==> config.mk <==
export PLATFORM = sky130hd
export DESIGN_NAME = chs_dbuf
export DESIGN_NICKNAME = d
export VERILOG_FILES = /design/src/rtl/chs_pkg.sv /design/src/rtl/chs_host_regs.sv /design/src/rtl/chs_seq.sv /design/src/rtl/chs_lane.sv /design/src/rtl/chs_dbuf.sv
export SDC_FILE = /design/constraint.sdc
export NUM_CORES = 2
export LEC_CHECK = 0
export BUFFER_PORTS_ARGS = -buffer_cell sky130_fd_sc_hd__buf_2
export CELL_PAD_IN_SITES_DETAIL_PLACEMENT = 1
export CELL_PAD_IN_SITES_GLOBAL_PLACEMENT = 2
export CORE_ASPECT_RATIO = 1.25
export CORE_MARGIN = 5
export CORE_UTILIZATION = 36
export DETAILED_ROUTE_END_ITERATION = 10
export PLACE_DENSITY_LB_ADDON = 0.1
export SLEW_MARGIN = 20
export SYNTH_ARGS = -nofsm -noshare
export SYNTH_HDL_FRONTEND = slang
export SYNTH_SLANG_ARGS = --single-unit
==> constraint.sdc <==
create_clock -name clk -period 3.1 [get_ports clk]
set_input_delay 0.465 -clock clk [delete_from_list [all_inputs] [get_ports clk]]
set_output_delay 0.465 -clock clk [all_outputs]
set_load 0.03 [all_outputs]
==> src/rtl/chs_pkg.sv <==
package chs_pkg;
  localparam int CHANNELS = 2;
  localparam logic [7:0] CRC_POLY = 8'h1D;
  localparam logic [7:0] CRC_SEED = 8'hFF;

  // one serial CRC step, input bit in stream order
  function automatic logic [7:0] crc8_step(input logic [7:0] c, input logic d);
    logic fb;
    fb = c[7] ^ d;
    return {c[6:0], 1'b0} ^ (fb ? CRC_POLY : 8'h00);
  endfunction
endpackage

==> src/rtl/chs_host_regs.sv <==
module chs_host_regs #(
  parameter int BYTES = 24,
  parameter int AW = 7,
  parameter logic [AW-1:0] BASE_ADDR = 7'h20,
  parameter logic [AW-1:0] CTRL_ADDR = 7'h10,
  parameter logic [AW-1:0] STAT_ADDR = 7'h11
) (
  input  logic clk,
  input  logic rst,
  input  logic reg_wr,
  input  logic reg_rd,
  input  logic [AW-1:0] reg_addr,
  input  logic [7:0] reg_wdata,
  input  logic copy_ev,
  output logic [1:0][BYTES-1:0][7:0] e_blk,
  output logic inhibit,
  output logic irq_en,
  output logic irq_flag,
  output logic irq,
  output logic [7:0] reg_rdata
);
  localparam int BW = $clog2(BYTES);
  localparam logic [AW-1:0] BYTES_AW = AW'(BYTES);
  localparam logic [AW-1:0] B_BASE = BASE_ADDR + BYTES_AW;

  logic [AW-1:0] off_a, off_b;
  logic hit_a, hit_b, wr_ctrl, clr_flag, flag_d, ien_d;
  logic [BW-1:0] widx;
  logic [7:0] rd_val;

  // wrapped subtraction: addresses below a base become large and miss
  assign off_a = reg_addr - BASE_ADDR;
  assign off_b = reg_addr - B_BASE;
  assign hit_a = off_a < BYTES_AW;
  assign hit_b = off_b < BYTES_AW;
  assign widx  = hit_a ? off_a[BW-1:0] : off_b[BW-1:0];

  for (genvar ch = 0; ch < 2; ch++) begin : g_ch
    logic [BYTES-1:0][7:0] mem_q;
    logic sel;
    assign sel = (ch == 0) ? hit_a : hit_b;
    always_ff @(posedge clk) begin
      if (rst) mem_q <= '0;
      else if (reg_wr && sel) mem_q[widx] <= reg_wdata;
    end
    assign e_blk[ch] = mem_q;
  end

  assign wr_ctrl  = reg_wr && (reg_addr == CTRL_ADDR);
  assign clr_flag = reg_wr && (reg_addr == STAT_ADDR) && reg_wdata[0];
  assign flag_d   = copy_ev | (irq_flag & ~clr_flag);   // set wins
  assign ien_d    = wr_ctrl ? reg_wdata[1] : irq_en;

  always_comb begin
    rd_val = 8'h00;
    if (hit_a) rd_val = e_blk[0][off_a[BW-1:0]];
    else if (hit_b) rd_val = e_blk[1][off_b[BW-1:0]];
    else if (reg_addr == CTRL_ADDR) rd_val = {6'b0, irq_en, inhibit};
    else if (reg_addr == STAT_ADDR) rd_val = {7'b0, irq_flag};
  end

  always_ff @(posedge clk) begin
    if (rst) begin
      inhibit   <= 1'b0;
      irq_en    <= 1'b0;
      irq_flag  <= 1'b0;
      irq       <= 1'b0;
      reg_rdata <= 8'h00;
    end else begin
      if (wr_ctrl) inhibit <= reg_wdata[0];
      irq_en   <= ien_d;
      irq_flag <= flag_d;
      irq      <= flag_d & ien_d;
      if (reg_rd) reg_rdata <= rd_val;
    end
  end
endmodule

==> src/rtl/chs_seq.sv <==
module chs_seq #(
  parameter int BLK_BITS = 192
) (
  input  logic clk,
  input  logic rst,
  input  logic frame_stb,
  input  logic inhibit,
  output logic [$clog2(BLK_BITS)-1:0] idx,
  output logic copy_ev,
  output logic blk_start
);
  localparam int IW = $clog2(BLK_BITS);
  localparam logic [IW-1:0] LAST = IW'(BLK_BITS - 1);

  logic at_start;
  assign at_start = (idx == '0);
  assign copy_ev  = frame_stb & at_start & ~inhibit;

  always_ff @(posedge clk) begin
    if (rst) begin
      idx       <= '0;
      blk_start <= 1'b0;
    end else begin
      blk_start <= frame_stb & at_start;
      if (frame_stb) idx <= (idx == LAST) ? '0 : idx + 1'b1;
    end
  end
endmodule

==> src/rtl/chs_lane.sv <==
module chs_lane #(
  parameter int BLK_BITS = 192
) (
  input  logic clk,
  input  logic rst,
  input  logic frame_stb,
  input  logic copy_ev,
  input  logic [$clog2(BLK_BITS)-1:0] idx,
  input  logic [BLK_BITS/8-1:0][7:0] e_blk,
  output logic cs_bit
);
  import chs_pkg::*;
  localparam int BYTES = BLK_BITS / 8;
  localparam int IW = $clog2(BLK_BITS);
  localparam logic [IW-1:0] CRC_AT = IW'(BLK_BITS - 8);

  logic [BYTES-1:0][7:0] f_q, src;
  logic [7:0] crc_q;
  logic pro_q, raw, in_crc, at_start;

  assign at_start = (idx == '0);
  assign src    = copy_ev ? e_blk : f_q;     // bit 0 comes from the fresh copy
  assign raw    = src[idx[IW-1:3]][~idx[2:0]];
  assign in_crc = idx >= CRC_AT;

  always_ff @(posedge clk) begin
    if (rst) begin
      f_q    <= '0;
      crc_q  <= CRC_SEED;
      pro_q  <= 1'b0;
      cs_bit <= 1'b0;
    end else begin
      if (copy_ev) f_q <= e_blk;
      if (frame_stb) begin
        if (at_start) pro_q <= raw;
        if (!in_crc) crc_q <= crc8_step(at_start ? CRC_SEED : crc_q, raw);
        cs_bit <= (in_crc && pro_q) ? crc_q[~idx[2:0]] : raw;
      end
    end
  end
endmodule

==> src/rtl/chs_dbuf.sv <==
module chs_dbuf #(
  parameter int BLK_BITS = 192,
  parameter int AW = 7,
  parameter logic [AW-1:0] BASE_ADDR = 7'h20,
  parameter logic [AW-1:0] CTRL_ADDR = 7'h10,
  parameter logic [AW-1:0] STAT_ADDR = 7'h11
) (
  input  logic clk,
  input  logic rst,
  input  logic reg_wr,
  input  logic reg_rd,
  input  logic [AW-1:0] reg_addr,
  input  logic [7:0] reg_wdata,
  output logic [7:0] reg_rdata,
  input  logic frame_stb,
  output logic blk_start,
  output logic cs_a,
  output logic cs_b,
  output logic irq
);
  import chs_pkg::*;
  localparam int BYTES = BLK_BITS / 8;
  localparam int IW = $clog2(BLK_BITS);

  logic [1:0][BYTES-1:0][7:0] e_blk;
  logic [IW-1:0] seq_idx;
  logic copy_ev, inhibit, irq_en, irq_flag;
  logic [CHANNELS-1:0] lane_bit;

  chs_host_regs #(.BYTES(BYTES), .AW(AW), .BASE_ADDR(BASE_ADDR),
                  .CTRL_ADDR(CTRL_ADDR), .STAT_ADDR(STAT_ADDR)) u_host (
    .clk(clk), .rst(rst), .reg_wr(reg_wr), .reg_rd(reg_rd),
    .reg_addr(reg_addr), .reg_wdata(reg_wdata), .copy_ev(copy_ev),
    .e_blk(e_blk), .inhibit(inhibit), .irq_en(irq_en),
    .irq_flag(irq_flag), .irq(irq), .reg_rdata(reg_rdata)
  );

  chs_seq #(.BLK_BITS(BLK_BITS)) u_seq (
    .clk(clk), .rst(rst), .frame_stb(frame_stb), .inhibit(inhibit),
    .idx(seq_idx), .copy_ev(copy_ev), .blk_start(blk_start)
  );

  for (genvar ch = 0; ch < CHANNELS; ch++) begin : g_lane
    chs_lane #(.BLK_BITS(BLK_BITS)) u_lane (
      .clk(clk), .rst(rst), .frame_stb(frame_stb), .copy_ev(copy_ev),
      .idx(seq_idx), .e_blk(e_blk[ch]), .cs_bit(lane_bit[ch])
    );
  end

  assign cs_a = lane_bit[0];
  assign cs_b = lane_bit[1];
endmodule

-- After elaboration in Yosys (flattened, before gate mapping)
Cells that the tools add are included.
- bitwise gates (word level): 13
- div/mod/pow operators: 0
- reduce and logical (&&, ||, !) cells: 11
- shifts and indexed selects: 0
- equality and inequality tests: 3
- muxes and demuxes: 35
- $mul: 0
- order comparisons: 9
- add/sub/neg operators: 3
- operator list (cell ; number):
    bitwise mux 192 bit ; 2
    2-to-1 mux 192 bit ; 2
    binary-select mux 8 bit (select 5 bit) ; 4
    2-to-1 mux 8 bit ; 11
    demux 8 bit (select 5 bit) ; 1
    less-than comparator 5 x 6 -> 1 bit (second input constant) ; 4
    bitwise XOR 8 bit ; 2
    2-to-1 mux 5 bit ; 3
    equality test 7 x 5 -> 1 bit (second input constant) ; 2
    less-than comparator 7 x 5 -> 1 bit (second input constant) ; 2
    subtractor 7 x 6 -> 7 bit (second input constant) ; 2
    binary-select mux 1 bit (select 3 bit) ; 4
    adder 8 x 1 -> 8 bit (second input constant) ; 1
    equality test 8 bit (second input constant) ; 1
    >= comparator 8 bit (second input constant) ; 1
    logical AND 1 bit ; 8
    logical NOT 8 bit ; 1
    2-to-1 mux 1 bit ; 8
    >= comparator 5 x 1 -> 1 bit (second input constant) ; 1
    AND 1 bit ; 4
    less-than comparator 3 x 4 -> 1 bit (second input constant) ; 1
    AND reduction 2 bit ; 2
    NOT 1 bit ; 3
    NOT 3 bit ; 1
    2 further kinds ; 3
- logic and storage cells: 183
- RAM bits: 0
- memories kept: 0
- flip-flop bits (word level): 809
- bits in latches: 0
- ROM bits: 0

-- Depth between registers and ports, before layout
- depth after elaboration: 11
- mapped depth: 15
- mapped depth without buffers: 11

-- Modules after synthesis
Synthesis repeated with hierarchy kept, for this count alone.
- cell total of the unflattened synthesis: 3672
- area total of the unflattened synthesis: 39603.0 µm²
- by module, submodules not included (module ; area an instance (µm²) ; sequential area each (µm²) ; cells an instance ; times used):
    chs_lane ; 10462.5 ; 4043.9 ; 978 ; 2
    chs_host_regs ; 18235.0 ; 7927.6 ; 1665 ; 1
    chs_seq ; 442.9 ; 180.2 ; 51 ; 1

-- Worst setup path before layout
OpenSTA, ideal clock, no wires.
- kind: register to register
- from: reg u_seq.idx[0]
- to: reg g_lane[0].u_lane.cs_bit
- clock period less this slack: 3458 ps
- setup time: 92 ps
- required time: 3008 ps
- arrival time: 3365 ps
- path slack: -358 ps
- buffers on the path: 2
- stages on the path, launching flop included: 14
- path through: dfxtp_1 > inv_1 > clkbuf_1 > ha_1 > or4b_1 > buf_2 > nor4_4 > a211oi_1 > o31a_1 > o211a_1 > o311a_1 > a32oi_4 > a21oi_1 > o32ai_1
- word-level cells in the longest chain between the ends: 9
- ends and longest elaborated chain (element ; line ; source):
    from (decl) ; chs_seq.sv:8 ; output logic [$clog2(BLK_BITS)-1:0] idx,
    from (signal assigned) ; chs_seq.sv:25 ; if (frame_stb) idx <= (idx == LAST) ? '0 : idx + 1'b1;
    logical NOT 8 bit ; chs_seq.sv:16 ; assign at_start = (idx == '0);
    AND 1 bit (2 in a row) ; chs_seq.sv:17 ; assign copy_ev = frame_stb & at_start & ~inhibit;
    2-to-1 mux 192 bit ; chs_lane.sv:22 ; assign src = copy_ev ? e_blk : f_q;
    binary-select mux 8 bit (select 5 bit) ; chs_lane.sv:23 ; assign raw = src[idx[IW-1:3]][~idx[2:0]];
    2-to-1 mux 8 bit (not written as such) ; chs_lane.sv:23 ;
    binary-select mux 1 bit (select 3 bit) ; chs_lane.sv:23 ;
    2-to-1 mux 1 bit (not written as such) ; chs_lane.sv:23 ;
    2-to-1 mux 1 bit * ; chs_lane.sv:37 ; cs_bit <= (in_crc && pro_q) ? crc_q[~idx[2:0]] : raw;
    to (signal assigned) ; chs_lane.sv:37 ;
    to (decl) ; chs_lane.sv:10 ; output logic cs_bit
Every way passes the cells marked *; elsewhere a longest branch is shown, timed or not. The select of a mux whose other input is x is not followed.
A chain may end at the register's enable or synchronous reset.

-- Final worst setup path
- from: reg u_seq.idx[0]
- to: reg g_lane[0].u_lane.crc_q[3]
- word-level cells in the longest chain between the ends: 11
- ends and longest elaborated chain (element ; line ; source):
    logical NOT 8 bit ; chs_seq.sv:16, chs_lane.sv:21 ;
    AND 1 bit (2 in a row) ; chs_seq.sv:17 ;
    2-to-1 mux 192 bit ; chs_lane.sv:22 ;
    binary-select mux 8 bit (select 5 bit) ; chs_lane.sv:23 ;
    2-to-1 mux 8 bit (not written as such) ; chs_lane.sv:23 ;
    binary-select mux 1 bit (select 3 bit) ; chs_lane.sv:23 ;
    2-to-1 mux 1 bit (not written as such) ; chs_lane.sv:23 ;
    bitwise XOR 1 bit ; chs_pkg.sv:9 ; fb = c[7] ^ d;
    2-to-1 mux 5 bit ; chs_pkg.sv:10 ; return {c[6:0], 1'b0} ^ (fb ? CRC_POLY : 8'h00);
    bitwise XOR 8 bit ; chs_pkg.sv:10 ;
    to (signal assigned) ; chs_lane.sv:36 ; if (!in_crc) crc_q <= crc8_step(at_start ? CRC_SEED : crc_q, raw);
    to (decl) ; chs_lane.sv:18 ; logic [7:0] crc_q;
Several ways; a longest one is shown, not always the timed one. The select of a mux whose other input is x is not followed.

==> metrics.yaml <==
yosys.area_share.xor_xnor_pct: 0.534
syn_inst: 4076
final_max_slew_viol_count: 0
grt_max_degree: 178
avgSynthCellArea_um2: 8.85
leakagePower_nw: 15.3
final_hold_viol_count: 0
synth_compound_area_share_pct: 12.7
gp_congestion: 0.895
finalCritPeriodShare_pct: 112
r2r_cells: 15
max_cap_viol_count: 0
die-area_um2: 107000
final_net_count: 4261
critPathKind: "flip-flop to flip-flop"
ys_async_sr_fraction_pct: 0
synth-main-ff-cell: "dfxtp_1"
timing.slew.headroom_pct: 26.2
grt_antenna_before_repair: 5
cp-end-kind: "flip-flop"
fin_worst_skew_ps: 31.5
yosys.area_share.simple_pct: 17.6
setup_tns_ps: -3520
post-route-min-period_ps: 3480
initial_core_util_pct: 36.3
hold_buffers: 0
viasPerCell: 5.63
io_buffers: 31
yosysUniqueCellTypes: 75
rsz0062_at_grt: "yes"
root_buffer: "clkbuf_16"
cts_buffers: 90
seq_area_frac_synth_pct: 44.9
ios: 32
dp_cells: 5437
pwr-share-comb_pct: 8.4
p_sw_mw: 6.10
path_clk_slew_ps: 70
r2r-start: "u_seq.idx[0]"
ys_ff_latch: 809
dr.first_iter.drc_count: 2392
clkPwrFrac_pct: 47.0
drc_errors: 0
crit_start: "u_seq.idx[0]"
rows: 129
power.density_nw_per_um2: 536
pwr-share-seq_pct: 44.6
syn_nets: 4100
synth_edf_count: 0
avgRoutedWirePerCell_um: 27.5
setup_viol: 12
grt_usage_pct: 28.1
clkSinkCount: 809
start_kind: "flip-flop"
grt_pass1_wl_mm: 224
fp.dieW_um: 293
hp-start: "rst"
synthMuxAreaShare_pct: 20.1
syn_area_um2: 36100
die_height_um: 364
dr_total_vias: 31700
wirelength_mm: 155
worst_slack_ps: -384
min_path_cells: 2
final_util_pct: 44.1
required_ps: 3620
gr-total-overflow: 0
grt_pass1_vias: 32000
synth_top_family_by_area: "multiplexers"
clk_latency_ps: 680
ys_warn_count: 0
synthAdderAreaFrac_pct: 0.139
internal_power_mw: 17.3
area_growth_pct: 21.3
place_ws_ps: -446
status: "complete, but fails checks"
drive_gt1_share_pct: 19.5
first_pass_iters: 6
final_cell_count_no_fill: 5623
path_max_fanout: 6
htreeDepth: 3
coreArea_um2: 99300
max_freq_mhz: 287
arrival_ps: 4010
cts_tree: "yes"
clockBufferDepth: 3
hpwlAfterDp_mm: 108
worstMarginPinSlew_ps: 1100
min_path_type: "input pin to flip-flop"
vdd_drop_max_uv: 448
ant_nets: 0
switching_share_pct: 26.0
whs_ps: 174
violations: "setup timing"
## critical path, cell delays in order (launching register included)
cell	delay, ps
dfxtp_4	350
inv_4	50
ha_4	120
or4b_4	550
nor4_4	250
buf_6	160
buf_12	110
buf_16	100
a211oi_1	70
o32a_1	350
o2111ai_1	200
o211ai_1	210
a32oi_4	420
buf_12	190
xnor2_1	120
o211ai_1	100
## synth_stat cells, types with 20 or more instances
cell type,number,area (um2)
o21ai_0,73,365
buf_2,23,115
mux2i_1,361,3610
nor3_1,29,145
a211oi_1,35,263
nand4_1,29,181
o31ai_1,22,165
a21oi_1,503,2520
dfxtp_1,809,16200
nand2b_1,20,125
mux2_2,62,698
mux4_2,131,2950
nor2_1,432,1620
buf_1,34,128
and2_1,35,219
clkbuf_1,296,1110
nand2_1,805,3020
nand3_1,131,656
## through the flow
stage	area (um2)	total power [mW]
finish	43700	23.4
global route	43700	24.2
CTS	43400	23.6
detailed placement	40200	12.5
global placement	40200	12.5
floorplan	36100	11.7
## cells in the final DEF, fill, tap and decap left out, drive strengths merged, types with 22 or more instances in the layout
master  synthesis  final
clkbuf        296    131
dfxtp         809    809
buf            58    422
o31ai          22     22
nor3           29     29
mux2i         361    361
nor2          432    432
clkinv          1     23
nand2         805    805
o21ai          75     75
nand4          29     29
mux4          131    131
and2           35     35
mux2           62     62
a21oi         503    503
a211oi         35     35
nand3         132    132
## cells by family (layout without fill, tap and decap cells)
family / Yosys count / in the layout
flip-flops: 809 / 809
other: 0 / 3
AND/OR/NAND/NOR: 1534 / 1534
adder cells (fa/ha/maj): 4 / 4
AO/OA/AOI/OAI: 782 / 782
XOR/XNOR: 22 / 22
buffers and inverters: 371 / 605
multiplexers: 554 / 554
## worst paths after layout
| kind | endpoint | slack, ps |
|---|---|---|
| max | g_lane[0].u_lane.crc_q[3] | -380 |
| min reg2reg | g_lane[1].u_lane.f_q[22] | 450 |
| min | u_host.e_blk[72] | 170 |
| max reg2reg | g_lane[0].u_lane.crc_q[3] | -380 |
## cell type report
class,instances,area [um2]
fill,11400,55500
multi-input combinational,2896,18800
sequential,809,16200
timing repair buffer,423,3990
clock buffer,130,2620
tap,1310,1640
clock inverter,35,355
inverter,17,68.8
antenna,3,7.51
## power by group through the flow
stage	sequential (mW)	combinational, mW	clock, mW
after detailed placement	10.7	1.85	0
after CTS	10.5	1.92	11.2
after global routing	10.5	2.07	11.6
after floorplan	10.7	0.982	0
after global placement	10.7	1.85	0
final	10.5	1.98	11.0
## layer usage
layer | wire length (um) | share of wire [%] | global-route usage, % | vias to the layer above
met4 | 6960 | 4.5 | 11.7 | 0
met3 | 7520 | 4.9 | 3.89 | 263
li1 | - | - | - | 14500
met2 | 73400 | 47 | 47.2 | 817
met1 | 66700 | 43 | 36.6 | 16100
met5 | 0 | 0 | 0 | -
## sequential cells by signal (all words and copies together), names as in the netlist
signal,count
g_lane.u_lane.f_q,384
u_host.e_blk,384
g_lane.u_lane.crc_q,16
u_host.reg_rdata,8
u_seq.idx,8
g_lane.u_lane.cs_bit,2
g_lane.u_lane.pro_q,2
u_host.inhibit,1
u_host.irq,1
u_host.irq_en,1
u_host.irq_flag,1
u_seq.blk_start,1
## timing repair
action,4_1_cts,5_1_grt
gates cloned,1,0
buffers inserted,11,8
setup endpoints to repair,12,12
resized for setup,24,41
pin swaps,13,20
Power figures use the tool's default switching activity.
